===== config.mk =====
export PLATFORM = sky130hd
export DESIGN_NAME = conv_settle_seq
export DESIGN_NICKNAME = d
export VERILOG_FILES = /design/src/rtl/conv_settle_pkg.sv /design/src/rtl/conv_settle_start.sv /design/src/rtl/conv_settle_timer.sv /design/src/rtl/conv_settle_seq.sv
export SDC_FILE = /design/constraint.sdc
export NUM_CORES = 1
export LEC_CHECK = 0
export ABC_AREA = 1
export BUFFER_PORTS_ARGS = -buffer_cell sky130_fd_sc_hd__buf_2
export CAP_MARGIN = 20
export CORE_AREA = 2 2 82 84
export DETAILED_ROUTE_END_ITERATION = 10
export DIE_AREA = 0 0 84 86
export HOLD_SLACK_MARGIN = 0.05
export SLEW_MARGIN = 20
export SYNTH_ARGS = -nofsm -noshare
export SYNTH_HDL_FRONTEND = slang
export SYNTH_SLANG_ARGS = --single-unit

===== constraint.sdc =====
create_clock -name clk -period 2.5 [get_ports clk]
set_input_delay 0.125 -clock clk [delete_from_list [all_inputs] [get_ports clk]]
set_output_delay 0.125 -clock clk [all_outputs]
set_load 0.03 [all_outputs]

===== src/rtl/conv_settle_pkg.sv =====
package conv_settle_pkg;

  typedef enum logic [1:0] {PH_IDLE, PH_LEAD, PH_ACC} phase_t;

  // Output period in clock cycles for a rate code.
  function automatic int period_cycles(input int max_p, input int code);
    return max_p >> code;
  endfunction

  // Effective filter order: FIR settles in one period.
  function automatic int filt_order(input logic fir, input int ord_code);
    return fir ? 1 : ord_code + 1;
  endfunction

  // Periods to the first settled result.
  function automatic int first_periods(input logic fir, input int ord_code, input logic chop);
    return chop ? 2 * filt_order(fir, ord_code) : filt_order(fir, ord_code);
  endfunction

  // Periods between later settled results in continuous mode.
  function automatic int next_periods(input logic fir, input int ord_code, input logic chop);
    return chop ? filt_order(fir, ord_code) : 1;
  endfunction

  function automatic logic fir_allowed(input logic fir, input int code, input int max_code);
    return !fir || (code <= max_code);
  endfunction

endpackage


===== src/rtl/conv_settle_start.sv =====
module conv_settle_start (
  input  logic clk,
  input  logic rst_n,
  input  logic start_pin,
  input  logic start_cmd,
  input  logic cfg_ok,
  output logic start_ok,
  output logic start_bad
);
  logic pin_q;
  logic req;

  always_ff @(posedge clk) begin
    if (!rst_n) pin_q <= 1'b0;
    else        pin_q <= start_pin;
  end

  assign req       = (start_pin & ~pin_q) | start_cmd;
  assign start_ok  = req & cfg_ok;
  assign start_bad = req & ~cfg_ok;
endmodule


===== src/rtl/conv_settle_timer.sv =====
module conv_settle_timer #(
  parameter int LEAD  = 8,
  parameter int PER_W = 9,
  parameter int TGT_W = 4
) (
  input  logic                        clk,
  input  logic                        rst_n,
  input  logic                        restart,
  input  logic [TGT_W-1:0]            first_tgt,
  input  logic [TGT_W-1:0]            next_tgt,
  input  logic [PER_W-1:0]            period,
  input  logic                        cont,
  output logic                        hit,
  output conv_settle_pkg::phase_t     phase
);
  import conv_settle_pkg::*;

  localparam int LEAD_W = $clog2(LEAD + 1);

  logic [LEAD_W-1:0] lead_cnt;
  logic [PER_W-1:0]  acc_cnt;
  logic [TGT_W-1:0]  per_n;
  logic [TGT_W-1:0]  tgt;
  logic              lead_end;
  logic              per_end;

  assign lead_end = (phase == PH_LEAD) && (lead_cnt == LEAD_W'(LEAD - 1));
  assign per_end  = (phase == PH_ACC) && (acc_cnt == period - PER_W'(1));
  assign hit      = per_end && ((per_n + TGT_W'(1)) == tgt) && !restart;

  always_ff @(posedge clk) begin
    if (!rst_n) begin
      phase    <= PH_IDLE;
      lead_cnt <= '0;
      acc_cnt  <= '0;
      per_n    <= '0;
      tgt      <= '0;
    end else if (restart) begin
      phase    <= PH_LEAD;
      lead_cnt <= '0;
      acc_cnt  <= '0;
      per_n    <= '0;
      tgt      <= first_tgt;
    end else begin
      case (phase)
        PH_LEAD: begin
          if (lead_end) begin
            phase    <= PH_ACC;
            lead_cnt <= '0;
          end else begin
            lead_cnt <= lead_cnt + LEAD_W'(1);
          end
        end
        PH_ACC: begin
          if (per_end) begin
            acc_cnt <= '0;
            if (hit) begin
              per_n <= '0;
              tgt   <= next_tgt;
              if (!cont) phase <= PH_IDLE;
            end else begin
              per_n <= per_n + TGT_W'(1);
            end
          end else begin
            acc_cnt <= acc_cnt + PER_W'(1);
          end
        end
        default: ;
      endcase
    end
  end
endmodule


===== src/rtl/conv_settle_seq.sv =====
module conv_settle_seq #(
  parameter int START_DLY    = 6,
  parameter int PROC_OVH     = 2,
  parameter int MAX_PERIOD   = 256,
  parameter int RATE_W       = 3,
  parameter int FIR_MAX_CODE = 3,
  parameter int CNT_W        = 8
) (
  input  logic              clk,
  input  logic              rst_n,
  input  logic              start_pin,
  input  logic              start_cmd,
  input  logic              fir_sel,
  input  logic [1:0]        sinc_ord,
  input  logic [RATE_W-1:0] rate_code,
  input  logic              chop_en,
  input  logic              continuous,
  output logic              drdy,
  output logic              busy,
  output logic [CNT_W-1:0]  settled_cnt,
  output logic              cfg_err
);
  import conv_settle_pkg::*;

  localparam int LEAD  = START_DLY + PROC_OVH;
  localparam int PER_W = $clog2(MAX_PERIOD + 1);
  localparam int TGT_W = 4;

  logic              cfg_ok;
  logic              start_ok;
  logic              start_bad;
  logic              hit;
  phase_t            phase;
  logic [TGT_W-1:0]  first_tgt;
  logic [TGT_W-1:0]  next_live;
  logic [PER_W-1:0]  per_live;
  logic [PER_W-1:0]  per_q;
  logic [TGT_W-1:0]  next_q;
  logic              cont_q;

  assign cfg_ok    = fir_allowed(fir_sel, int'(rate_code), FIR_MAX_CODE);
  assign first_tgt = TGT_W'(first_periods(fir_sel, int'(sinc_ord), chop_en));
  assign next_live = TGT_W'(next_periods(fir_sel, int'(sinc_ord), chop_en));
  assign per_live  = PER_W'(period_cycles(MAX_PERIOD, int'(rate_code)));

  conv_settle_start u_start (
    .clk       (clk),
    .rst_n     (rst_n),
    .start_pin (start_pin),
    .start_cmd (start_cmd),
    .cfg_ok    (cfg_ok),
    .start_ok  (start_ok),
    .start_bad (start_bad)
  );

  // Settings held for the whole conversion.
  always_ff @(posedge clk) begin
    if (!rst_n) begin
      per_q  <= '0;
      next_q <= '0;
      cont_q <= 1'b0;
    end else if (start_ok) begin
      per_q  <= per_live;
      next_q <= next_live;
      cont_q <= continuous;
    end
  end

  conv_settle_timer #(
    .LEAD  (LEAD),
    .PER_W (PER_W),
    .TGT_W (TGT_W)
  ) u_timer (
    .clk       (clk),
    .rst_n     (rst_n),
    .restart   (start_ok),
    .first_tgt (first_tgt),
    .next_tgt  (next_q),
    .period    (per_q),
    .cont      (cont_q),
    .hit       (hit),
    .phase     (phase)
  );

  always_ff @(posedge clk) begin
    if (!rst_n) begin
      drdy        <= 1'b0;
      settled_cnt <= '0;
      cfg_err     <= 1'b0;
    end else begin
      drdy <= hit;
      if (start_ok)  settled_cnt <= '0;
      else if (hit)  settled_cnt <= settled_cnt + CNT_W'(1);
      if (start_bad)     cfg_err <= 1'b1;
      else if (start_ok) cfg_err <= 1'b0;
    end
  end

  assign busy = (phase != PH_IDLE);
endmodule


==> out/results.txt, run 1 <==
CTS Buf Count - 5
switch share - 26.27%
CP endpoint kind - flop
Max FO, Critical Path - 12
Maximum Capacitance Violations - 0
synth unique cells - 29
worst slew pin tran - 0.4329 ns
number of antenna violations at the first check in global routing - 0
peak supply drop - 0.2725 mV
time the worst path needs with I/O delays and setup - 2.159 ns
unrepaired setup endpoints after global routing - no
Setup Total Neg Slack - 0 ns
initial core utilization - 38.99%
final worst-path cycle share - 86.35%
number of placed I/O pins - 23
Logic pwr share - 11.4%
share of power burned in registers - 54.6%
number of design rule violations left after detail routing - 0
Hold Vio Cnt, Final - 0
Die X-Extent - 84 um
routed wire length per instance - 11.31 um
Net Count, Synth - 372
min-delay worst type - primary input to flop
maximum number of pins on one net before global-route repair - 25
clock tree from TritonCTS - built
Slew Limit Fails - 0
antenna fix cells - 0
CTS H-tree lvls - 2
hold buffers post-CTS - 1
HPWL reported at the end of detailed placement - 3.994 mm
share of the synthesized area in the top cell type - 37.63%
first-iteration detailed-routing DRC count - 97
cell count of the worst reg-to-reg path - 14
Seq cells post-synth - 46
row cnt - 29
run status - finished, final reports clean
internal power - 1.025 mW
clock network power share - 34.0%
Post-CTS Resized - 0
sequential area share after synthesis - 37.63%
cell count after synthesis - 354
Max Freq - 463.3 MHz
fill count - 660
buffer count from post-CTS setup fixing - 0
clock insertion delay at the later pin of the skew report - 0.30 ns
weighted congestion at the end of routability-driven global placement - 0.8120
most frequent standard cell in the layout excluding fill and tap cells - sky130_fd_sc_hd__nand2_1
Top FF cell, synth - sky130_fd_sc_hd__dfxtp_1
clock skew - 0.01313 ns
cell count of the worst hold path - 3
vias per std cell - 4.765
async set or reset register ratio after synthesis - 0%
port bufs - 22
wire length of the first global-routing pass - 9.301 mm
most area-hungry cell type in the Yosys netlist - sky130_fd_sc_hd__dfxtp_1
top cells by area in the synthesized netlist - sky130_fd_sc_hd__dfxtp_1, sky130_fd_sc_hd__nand2_1, sky130_fd_sc_hd__inv_1
Vias - 2192
DIE AREA - 0.007224 mm2
power consumption - 1.391 mW
Clk Tree Root Cell - sky130_fd_sc_hd__clkbuf_8
number of synthesized flops with an enable pin - 0
Total Routed Length - 5.202 mm
proportion of layout cells with a drive suffix above 1 - 11.75%
Core Footprint - 0.006277 mm2
Final ANT Viol Nets - 0
switching power summed over all nets - 0.3654 mW
total routing usage reported by global routing - 15.63%
Startpoint Class - flop
highest-count cells in the layout ignoring fill and taps - sky130_fd_sc_hd__nand2_1, sky130_fd_sc_hd__inv_1, sky130_fd_sc_hd__dfxtp_1
leakage power summed over all cells - 1.182 nW
endpoints failing setup - 0
Area growth, synth to finish - 12.12%
mean cell area of the mapped netlist - 6.913 um2
path type of the worst setup path - flop to flop
data arrival time of the critical path - 2.34 ns
number of search-and-repair iterations in the first detailed-routing pass - 5
headroom to the max-slew limit - 71.10%
die span in y - 86 um
Num Clock Sinks - 46
Worst-path clk slew - 0.08 ns
Syn Std Cell Area - 0.002447 mm2
Overflow after GRT - 0
via count of the first global-routing pass - 2083
count of yosys warnings during synthesis - 0
Max clock buf depth - 2
CP required - 2.69 ns
pwr dens - 506.8 mW/mm2
nets@finish - 400
[per-stage QoR]
step / hold WS, ns / area (um2) / worst slack, ns / utilization [%] / cells
finish: 0.1030 / 2744 / 0.3414 / 43.71 / 460
floorplan: 0.2185 / 2447 / 0.6812 / - / 354
global route: 0.1292 / 2744 / 0.05534 / 43.71 / 460
global placement: 0.3238 / 2643 / 0.4351 / 42.10 / 451
CTS: 0.09155 / 2744 / 0.3436 / 43.71 / 460
detailed placement: 0.3250 / 2643 / 0.3669 / 42.10 / 451
[sequential cells by signal, indices dropped and copies added (netlist names)]
signal and cells:
next_q 3, u_timer.tgt 4, cfg_err 1, u_timer.lead_cnt 4
u_timer.acc_cnt 9, cont_q 1, drdy 1, u_timer.per_n 4
per_q 8, settled_cnt 8, u_start.pin_q 1, u_timer.phase 2
[worst paths after layout]
| check | startpoint | endpoint | slack (ns) |
|---|---|---|---|
| hold reg to reg | next_q[1]$_SDFFE_PN0P_ | next_q[1]$_SDFFE_PN0P_ | 0.47 |
| hold / removal | rst_n | u_start.pin_q$_SDFF_PN0_ | 0.10 |
| setup reg to reg | per_q[1]$_SDFFE_PN0P_ | u_timer.tgt[1]$_SDFFE_PN0P_ | 0.34 |
| setup / recovery | per_q[1]$_SDFFE_PN0P_ | u_timer.tgt[1]$_SDFFE_PN0P_ | 0.34 |
[synthesized netlist by cell type, drive strengths merged (2+ instances only)]
| cell | n |
|---|---|
| nor2 | 48 |
| xnor2 | 4 |
| o22ai | 8 |
| nand3 | 30 |
| clkbuf | 2 |
| nand4 | 10 |
| nand2 | 82 |
| nor3 | 9 |
| xor2 | 12 |
| buf | 2 |
| o21ai | 11 |
| inv | 55 |
| dfxtp | 46 |
| nor3b | 2 |
| ha | 6 |
| a21oi | 24 |
[cell families after synthesis]
kind of cell | share of synthesized area (%)
compound gates | 9.816
xor+xnor | 6.646
fa+ha+maj | 3.067
buf+inv | 9.509
flops | 37.63
simple gates | 33.33
[power groups by stage]
stage                     sequential, mW  clock, mW  combinational [mW]
final                              0.759      0.473               0.158
after global routing               0.761      0.517               0.184
after global placement             0.776          0               0.157
after floorplan                    0.776          0               0.112
after detailed placement           0.777          0               0.158
after CTS                          0.759      0.489               0.159
[worst max-delay path, stage by stage, from the launching register on]
cell                      delay, ns
sky130_fd_sc_hd__dfxtp_1       0.36
sky130_fd_sc_hd__inv_1         0.08
sky130_fd_sc_hd__ha_1          0.27
sky130_fd_sc_hd__nand2_1       0.13
sky130_fd_sc_hd__nand2_1       0.06
sky130_fd_sc_hd__nand2_1       0.05
sky130_fd_sc_hd__nand2_1       0.05
sky130_fd_sc_hd__nor2_2        0.12
sky130_fd_sc_hd__nand2_1       0.07
sky130_fd_sc_hd__nor2_2        0.12
sky130_fd_sc_hd__nand3_4       0.13
sky130_fd_sc_hd__nor2_4        0.27
sky130_fd_sc_hd__nor2_1        0.12
sky130_fd_sc_hd__o21ai_0       0.16
sky130_fd_sc_hd__nor2_1        0.06
[layout make-up]
| class | instances | area [um2] | share of cell area (%) |
|---|---|---|---|
| Clock buffer | 7 | 86.33 | 3.146 |
| Clock inverter | 1 | 5.005 | 0.1824 |
| Inverter | 55 | 206.4 | 7.524 |
| Multi-Input combinational cell | 249 | 1294 | 47.15 |
| Sequential cell | 46 | 920.9 | 33.56 |
| Tap cell | 77 | 96.34 | 3.511 |
| Timing Repair Buffer | 25 | 135.1 | 4.925 |
[routing by layer]
metal | global-route usage, % | up-vias | part of all wire (%)
met4 | 6.452 | 0 | 2.2
li1 | - | 1193 | -
met2 | 25.96 | 15 | 47
met3 | 3.080 | 11 | 1.9
met1 | 19.96 | 973 | 49
met5 | 0 | - | 0
Note: power is estimated with default switching activity, not from simulation.
==> inputs of run 2 (changes only) <==
--- a/config.mk
+++ b/config.mk
@@ -12,6 +12,8 @@
 export DETAILED_ROUTE_END_ITERATION = 10
 export DIE_AREA = 0 0 84 86
 export HOLD_SLACK_MARGIN = 0.05
+export MAX_ROUTING_LAYER = met4
+export PLACE_DENSITY = 0.59
 export SLEW_MARGIN = 20
 export SYNTH_ARGS = -nofsm -noshare
 export SYNTH_HDL_FRONTEND = slang
==> out/results.txt, run 2 (synthesis results as in run 1) <==
CP required - 2.70 ns (about the same)
time the worst path needs with I/O delays and setup - 2.168 ns (+0.009733 ns)
antenna fix cells - 0 (unchanged)
number of search-and-repair iterations in the first detailed-routing pass - 4 (-1)
CTS Buf Count - 5 (unchanged)
CP endpoint kind - flop
DIE AREA - 0.007224 mm2 (unchanged)
clock skew - 0.008327 ns (-0.004804 ns)
final worst-path cycle share - 86.73% (+0.39 points)
cell count of the worst reg-to-reg path - 15 (+1)
R2R Path Start - per_q[1]$_SDFFE_PN0P_
clock insertion delay at the later pin of the skew report - 0.30 ns (about the same)
first-iteration detailed-routing DRC count - 112 (+15%)
nets@finish - 401 (+0.25%)
Core Footprint - 0.006277 mm2 (unchanged)
data arrival time of the critical path - 2.36 ns (+0.02 ns)
vias per std cell - 4.740 (-0.54%)
path type of the worst setup path - flop to flop
Vias - 2185 (-0.32%)
crit-path leading delay family - simple AND/OR/NAND/NOR gates
Post-CTS Resized - 0 (unchanged)
instance count on the critical path - 15 (+1)
slack of the worst reg-to-reg path - 0.33 ns (about the same)
CP Buf/Inv Count - 2 (+1)
HPWL reported at the end of detailed placement - 4.002 mm (+0.21%)
Slowest Stage Delay on Critical Path - 0.33 ns (-0.03 ns)
initial core utilization - 38.99% (unchanged)
Area growth, synth to finish - 13.14%
termination of the worst setup path - u_timer.tgt[2]$_SDFFE_PN0P_
number of antenna violations at the first check in global routing - 0 (unchanged)
via count of the first global-routing pass - 2034 (-2.4%)
Overflow after GRT - 0 (unchanged)
highest-count cells in the layout ignoring fill and taps - sky130_fd_sc_hd__nand2_1, sky130_fd_sc_hd__inv_1, sky130_fd_sc_hd__dfxtp_1
number of design rule violations left after detail routing - 0 (unchanged)
buffer count from post-CTS setup fixing - 0 (unchanged)
Setup Total Neg Slack - 0 ns (unchanged)
largest registers - u_timer.acc_cnt: 9 flops, per_q: 8 flops, settled_cnt: 8 flops
CP most frequent cell - sky130_fd_sc_hd__nand2_1
maximum number of pins on one net before global-route repair - 25 (unchanged)
run status - finished, final reports clean
Startpoint Class - flop
Max FO, Critical Path - 12 (unchanged)
CP max stage cell - sky130_fd_sc_hd__dfxtp_1
Max Freq - 461.2 MHz (-0.45%)
min-delay worst type - primary input to flop
worst slew pin tran - 0.4371 ns (+0.004178 ns)
number of placed I/O pins - 23 (unchanged)
most frequent standard cell in the layout excluding fill and tap cells - sky130_fd_sc_hd__nand2_1
die span in y - 86 um (unchanged)
Clk Tree Root Cell - sky130_fd_sc_hd__clkbuf_8
Total Routed Length - 5.211 mm (+0.17%)
power consumption - 1.472 mW (+5.9%)
critical hold path startpoint - rst_n
capturing point of the worst reg2reg path - u_timer.tgt[2]$_SDFFE_PN0P_
CP Cell Sequence - inv_1, ha_1, inv_1, nand2_1, nand2_1, nand2_1, nand2_1, nor2_2, nand2_1, nor2_2, nand3_4, nor2_4, nor2_1, o21ai_0, nor2_1
row cnt - 29 (unchanged)
clock tree from TritonCTS - built
Final ANT Viol Nets - 0 (unchanged)
unrepaired setup endpoints after global routing - no
most flop-heavy register - u_timer.acc_cnt
Maximum Capacitance Violations - 0 (unchanged)
peak supply drop - 0.2598 mV (-4.6%)
Max clock buf depth - 2 (unchanged)
wire length of the first global-routing pass - 9.149 mm (-1.6%)
Die X-Extent - 84 um (unchanged)
headroom to the max-slew limit - 70.82% (-0.28 points)
max FFs per register - 9 (unchanged)
endpoints failing setup - 0 (unchanged)
leakage power summed over all cells - 1.196 nW (+1.3%)
pwr dens - 531.7 mW/mm2 (+4.9%)
weighted congestion at the end of routability-driven global placement - 0.8568 (+5.5%)
CTS H-tree lvls - 2 (unchanged)
routed wire length per instance - 11.30 um (about the same)
Slew Limit Fails - 0 (unchanged)
proportion of layout cells with a drive suffix above 1 - 12.24% (+0.49 points)
Worst-path clk slew - 0.08 ns (about the same)
port bufs - 22 (unchanged)
Num Clock Sinks - 46 (unchanged)
launching instance or port of the critical path - per_q[1]$_SDFFE_PN0P_
total routing usage reported by global routing - 16.10% (+0.46 points)
Hold Vio Cnt, Final - 0 (unchanged)
run 2: cell types whose count changed in the layout (fill, tap and decap cells not counted):
| cell | change |
|---|---|
| sky130_fd_sc_hd__buf_4 | +1 |
| sky130_fd_sc_hd__bufinv_16 | +1 |
| sky130_fd_sc_hd__clkbuf_1 | -1 |
| sky130_fd_sc_hd__clkbuf_8 | -1 |
| sky130_fd_sc_hd__clkinv_2 | +1 |
run 2: repair_timing:
item                       in CTS  in global routing
setup endpoints to repair       0                  0
hold endpoints to repair        1                  0
hold buffers                    1                  0
run 2: worst min-delay path by stage:
stage	end	slack [ns]	cells after the start
after floorplan	u_start.pin_q$_SDFF_PN0_	0.22	2
after global placement	u_start.pin_q$_SDFF_PN0_	0.32	3
after detailed placement	u_start.pin_q$_SDFF_PN0_	0.33	3
after CTS	u_start.pin_q$_SDFF_PN0_	0.09	3
after global routing	u_start.pin_q$_SDFF_PN0_	0.09	3
final	u_start.pin_q$_SDFF_PN0_	0.1	3
run 2: layout make-up:
cell class / count / area [um2]
clock buffer: 5 / 68.82
clock inverter: 3 / 40.04
tap: 77 / 96.34
timing repair buffer: 26 / 142.6
multi-input combinational: 249 / 1294
fill: 669 / 3508
inverter: 55 / 206.4
sequential: 46 / 920.9
run 2: worst min-delay path, delay by kind of cell:
family	cells	cell delay [ns]
buffers and inverters	2	0.19
AND/OR/NAND/NOR	1	0.06
run 2: power breakdown:
group          internal (mW)  leakage [nW]  switching (mW)
clock                  0.294        0.0579           0.259
combinational         0.0547         0.765           0.105
sequential             0.748         0.373          0.0108
run 2: per-layer routing:
layer	global-route usage [%]	vias up	part of all wire (%)
met5	-	-	0
met4	5.132	0	1.4
met1	19.67	968	50
met2	26.69	17	47
met3	3.465	6	2.3
li1	-	1194	-
run 2: stage by stage:
stage          cell area, um2  hold slack (ns)  setup slack (ns)  util [%]  cells
5_1_grt                  2769          0.09430           0.01726     44.11    461
6_report                 2769          0.09914            0.3316     44.11    461
2_1_floorplan            2447           0.2185            0.6812         -    354
4_1_cts                  2769          0.09004            0.3192     44.11    461
3_3_place_gp             2650           0.3237            0.4343     42.22    452
3_5_place_dp             2650           0.3332            0.3411     42.22    452
